File: config.mk
export PLATFORM = sky130hd
export DESIGN_NAME = polar_sys_encoder
export DESIGN_NICKNAME = d
export VERILOG_FILES = /design/src/rtl/polar_sys_encoder.sv
export SDC_FILE = /design/constraint.sdc
export NUM_CORES = 1
export LEC_CHECK = 0
export CAP_MARGIN = 0
export CORE_AREA = 4 4 41 43
export DETAILED_ROUTE_END_ITERATION = 8
export DIE_AREA = 0 0 45 47
export DONT_BUFFER_PORTS = 1
export PLACE_DENSITY = 0.63
export REMOVE_ABC_BUFFERS = 1
export SYNTH_ARGS = -nofsm -noshare
export SYNTH_HDL_FRONTEND = slang
export SYNTH_SLANG_ARGS = --single-unit
File: constraint.sdc
create_clock -name clk -period 1.1 [get_ports clk]
set_input_delay 0.22 -clock clk [delete_from_list [all_inputs] [get_ports clk]]
set_output_delay 0.22 -clock clk [all_outputs]
set_load 0.02 [all_outputs]
File: src/rtl/polar_sys_encoder.sv
module polar_sys_encoder #(
  parameter int LOG_N = 3,
  parameter logic [(1<<LOG_N)-1:0] FROZEN = 8'h17
) (
  input  logic                    clk,
  input  logic                    rst_n,
  input  logic                    start,
  input  logic [(1<<LOG_N)-1:0]   msg,
  output logic                    cw_valid,
  output logic [(1<<LOG_N)-1:0]   codeword
);
  localparam int N = 1 << LOG_N;
  localparam logic [N-1:0] INFO = ~FROZEN;

  logic         ph2;
  logic [N-1:0] mid_q;
  logic [N-1:0] bf_in;
  logic [N-1:0] bf_out;
  logic         take;

  assign take  = start && !ph2;
  assign bf_in = ph2 ? mid_q : (msg & INFO);

  for (genvar s = 0; s < LOG_N; s++) begin : stg
    logic [N-1:0] src;
    logic [N-1:0] dst;
    if (s == 0) begin : g_first
      assign src = bf_in;
    end else begin : g_next
      assign src = stg[s-1].dst;
    end
    for (genvar i = 0; i < N; i++) begin : bit_g
      if (((i >> s) & 1) == 0) begin : g_xor
        assign dst[i] = src[i] ^ src[i + (1 << s)];
      end else begin : g_pass
        assign dst[i] = src[i];
      end
    end
  end

  assign bf_out = stg[LOG_N-1].dst;

  always_ff @(posedge clk) begin
    if (!rst_n) begin
      ph2      <= 1'b0;
      mid_q    <= '0;
      codeword <= '0;
      cw_valid <= 1'b0;
    end else begin
      ph2      <= take;
      cw_valid <= ph2;
      if (take) mid_q <= bf_out & INFO;
      if (ph2)  codeword <= bf_out;
    end
  end

  AST_VALID_AFTER_START: assert property (@(posedge clk) disable iff (!rst_n)
    (start && !ph2) |=> ##1 cw_valid);
  AST_VALID_ONE_CYCLE: assert property (@(posedge clk) disable iff (!rst_n)
    cw_valid |=> !cw_valid);
  AST_INFO_BITS_KEPT: assert property (@(posedge clk) disable iff (!rst_n)
    cw_valid |-> ((codeword & INFO) == ($past(msg, 2) & INFO)));
  AST_CODEWORD_HELD: assert property (@(posedge clk) disable iff (!rst_n)
    !cw_valid |-> $stable(codeword));
  AST_BUSY_IGNORES_START: assert property (@(posedge clk) disable iff (!rst_n)
    ph2 |=> !ph2);
endmodule

==> impl_metrics.prom <==
# TYPE chip_impl_metric gauge
chip_impl_metric{name="floorplan.die_area",unit="um^2"} 2120
chip_impl_info{name="hold_path.startpoint",value="rst_n"} 1
chip_impl_metric{name="pin_count_of_the_biggest_net_entering_global_routing",unit=""} 15
chip_impl_info{name="rsz_0062_raised_after_global_routing",value="yes"} 1
chip_impl_metric{name="std_cell_rows",unit=""} 13
chip_impl_info{name="timing.critical_path.max_delay_family",value="XOR/XNOR gates"} 1
chip_impl_metric{name="max_cap_viol_count",unit=""} 0
chip_impl_metric{name="grt_first_pass_wirelength",unit="um"} 1460
chip_impl_metric{name="numClockSinks",unit=""} 14
chip_impl_info{name="top_library_cells_by_usage_in_the_layout_fill_and_taps_aside",value="12 x dfxtp_1, 7 x nand2_1, 6 x o211a_1, 6 x buf_4, 4 x xnor2_1"} 1
chip_impl_info{name="timing.critical_path.slowest_stage_cell",value="xnor3_1"} 1
chip_impl_metric{name="ant_nets",unit=""} 0
chip_impl_metric{name="worst_ir_drop_vdd",unit="uV"} 637
chip_impl_info{name="whs_endpoint",value="ph2"} 1
chip_impl_metric{name="cell_area_after_technology_mapping",unit="um^2"} 588
chip_impl_metric{name="cts-htree-levels",unit=""} 1
chip_impl_info{name="reg2reg_to",value="codeword[0]"} 1
chip_impl_info{name="worst_setup_path_start_kind",value="flip-flop"} 1
chip_impl_info{name="holdCritPathClass",value="input pin to flip-flop"} 1
chip_impl_metric{name="synth_sequential_area_ratio",unit=""} 0.477
chip_impl_info{name="ctsRootBufferMaster",value="clkbuf_4"} 1
chip_impl_metric{name="critical_path.max_fanout",unit=""} 2
chip_impl_metric{name="static-leakage-power",unit="uW"} 0.000317
chip_impl_metric{name="area_growth",unit="%"} 15.5
chip_impl_metric{name="maxSlewHeadroom",unit=""} 0.842
chip_impl_metric{name="design.final.nets",unit=""} 74
chip_impl_metric{name="clock_latency",unit="ns"} 0.27
chip_impl_info{name="crit_path_end_kind",value="flip-flop"} 1
chip_impl_metric{name="post-route-period-util",unit=""} 0.988
chip_impl_metric{name="crit_required",unit="ns"} 1.31
chip_impl_metric{name="total_negative_slack_for_setup_checks",unit="ns"} 0
chip_impl_metric{name="synth.ff_latch_count",unit=""} 14
chip_impl_metric{name="slew_viol_final",unit=""} 0
chip_impl_metric{name="ff2ff_path_depth",unit=""} 3
chip_impl_metric{name="largest_stage_delay_worst_path",unit="ns"} 0.42
chip_impl_info{name="crit_chain",value="xnor3_1, xor2_1, a21oi_1"} 1
chip_impl_info{name="outcome",value="finished clean"} 1
chip_impl_metric{name="grt_pass1_vias",unit=""} 326
chip_impl_metric{name="count_of_fill_cells_added_during_filler_insertion",unit=""} 123
chip_impl_metric{name="buffering_stage_count_on_the_worst_path_with_inverters_included",unit=""} 0
chip_impl_info{name="tritoncts",value="built"} 1
chip_impl_metric{name="initial_utilization",unit=""} 0.452
chip_impl_metric{name="setup_violations",unit=""} 0
chip_impl_metric{name="drt-wirelength-per-cell",unit="um"} 12.4
chip_impl_metric{name="tightest_slew",unit="ns"} 0.236
chip_impl_metric{name="core_area",unit="um^2"} 1300
chip_impl_metric{name="i_o_pin_total",unit=""} 20
chip_impl_metric{name="clock_skew",unit="ns"} 0.00104
chip_impl_metric{name="drc_violation_count_after_routing",unit=""} 0
chip_impl_metric{name="gr-total-overflow",unit=""} 0
chip_impl_metric{name="antenna_found_initial",unit=""} 0
chip_impl_metric{name="post_synthesis_average_cell_area",unit="um^2"} 10.5
chip_impl_metric{name="die_x",unit="um"} 45
chip_impl_metric{name="post_route_cells_drive_above_1_share",unit=""} 0.213
chip_impl_metric{name="cts_max_path_buffers",unit=""} 2
chip_impl_metric{name="synth_cells",unit=""} 56
chip_impl_metric{name="gp_congestion",unit=""} 0.691
chip_impl_metric{name="timing.critical_path.depth",unit=""} 3
chip_impl_metric{name="achievable-frequency",unit="MHz"} 920
chip_impl_info{name="critical_path.reg2reg.startpoint",value="mid_q[7]"} 1
chip_impl_metric{name="synthDistinctLibCells",unit=""} 16
chip_impl_metric{name="finalHoldViolations",unit=""} 0
chip_impl_metric{name="cts_inserted_buffers",unit=""} 3
chip_impl_metric{name="holdWs",unit="ns"} 0.0682
chip_impl_info{name="commonest_non_fill_non_tap_cell_in_the_layout",value="dfxtp_1"} 1
chip_impl_info{name="dominantRegCellSynth",value="dfxtp_1"} 1
chip_impl_metric{name="num_vias",unit=""} 383
chip_impl_metric{name="min_path_cells",unit=""} 1
chip_impl_metric{name="synthArstFlopShare",unit=""} 0
chip_impl_metric{name="layout_min_cycle_time",unit="ns"} 1.09
chip_impl_metric{name="post-route-util",unit=""} 0.522
chip_impl_metric{name="antenna-diode-count",unit=""} 0
chip_impl_metric{name="synth-edff-count",unit=""} 0
chip_impl_metric{name="cts.reportedPaths.clkPinSlew",unit="ns"} 0.08
chip_impl_metric{name="drtPass1Iterations",unit=""} 2
chip_impl_metric{name="track_usage",unit=""} 0.102
chip_impl_metric{name="cp.arrival",unit="ns"} 1.29
chip_impl_metric{name="port_buffers",unit=""} 0
chip_impl_metric{name="rrSetupSlack",unit="ns"} 0.01
chip_impl_metric{name="synth_warnings",unit=""} 0
chip_impl_metric{name="vias_per_cell",unit=""} 5.04
chip_impl_metric{name="die-height",unit="um"} 47
chip_impl_info{name="criticalPathCategory",value="flip-flop to flip-flop"} 1
chip_impl_metric{name="p_per_area",unit="nW/um^2"} 1520
chip_impl_metric{name="drt_iter0_markers",unit=""} 4
chip_impl_metric{name="drt_wl_total",unit="um"} 939
==> cells in the mapped netlist, types with 2 or more instances <==
| master | instances | area share |
|---|---|---|
| nand2_1 | 7 | 0.045 |
| nor2b_1 | 3 | 0.032 |
| nand3b_1 | 3 | 0.038 |
| xnor2_1 | 6 | 0.089 |
| mux2i_1 | 2 | 0.034 |
| o211a_1 | 6 | 0.10 |
| o21ai_0 | 4 | 0.034 |
| xor2_1 | 3 | 0.045 |
| dfxtp_1 | 14 | 0.48 |
| clkbuf_1 | 2 | 0.013 |
==> timing repair <==
item	4_1_cts	5_1_grt
setup buffers	1	0
gates resized for setup	1	5
hold buffers	0	0
pin swaps	2	1
setup endpoints to repair	1	5
==> layout make-up <==
cell class,count,area [um^2],area share
inverter,1,3.75,0.00552
clock buffer,3,22.5,0.0331
sequential,14,283,0.416
timing repair buffer,6,45.0,0.0663
tap,15,18.8,0.0276
multi-input combinational,37,307,0.451
==> kinds of logic (layout without fill, tap and decap cells) <==
group | Yosys count | after routing | share of synthesized area
simple gates | 14 | 14 | 0.126
xor+xnor | 10 | 10 | 0.172
buf+inv | 5 | 10 | 0.0468
compound gates | 11 | 11 | 0.145
mux | 2 | 2 | 0.0340
flops | 14 | 14 | 0.477
==> where the power goes <==
group	switching (uW)	internal, uW
sequential	47.7	542
clock	148	127
combinational	66.9	104
total	262	772
==> per-layer routing <==
metal | routed length, um | up-vias | global-route usage
li1 | - | 197 | -
met1 | 394 | 168 | 0.121
met2 | 431 | 16 | 0.130
met3 | 93 | 2 | 0.0575
met4 | 19 | 0 | 0.0877
met5 | 0 | - | 0
==> flip-flops by register name (all words and copies together) (netlist names) <==
name and flops:
ph2 1, cw_valid 1, codeword 8, mid_q 4
==> through the flow <==
step	instance area, um^2	setup WS (ns)	power (uW)	std cells
floorplan	564	-0.0891	703	52
global placement	621	0.00331	747	72
detailed placement	621	0.00488	749	72
CTS	652	0.0112	1030	76
global route	679	-0.0589	1100	76
finish	679	0.0130	1030	76
==> worst max-delay path by stage <==
stage	startpoint	to
floorplan	mid_q[7]	codeword[0]
global placement	mid_q[7]	codeword[0]
detailed placement	mid_q[7]	codeword[0]
CTS	mid_q[5]	codeword[0]
global route	mid_q[7]	codeword[0]
finish	mid_q[7]	codeword[0]
Power figures use the tool's default switching activity.
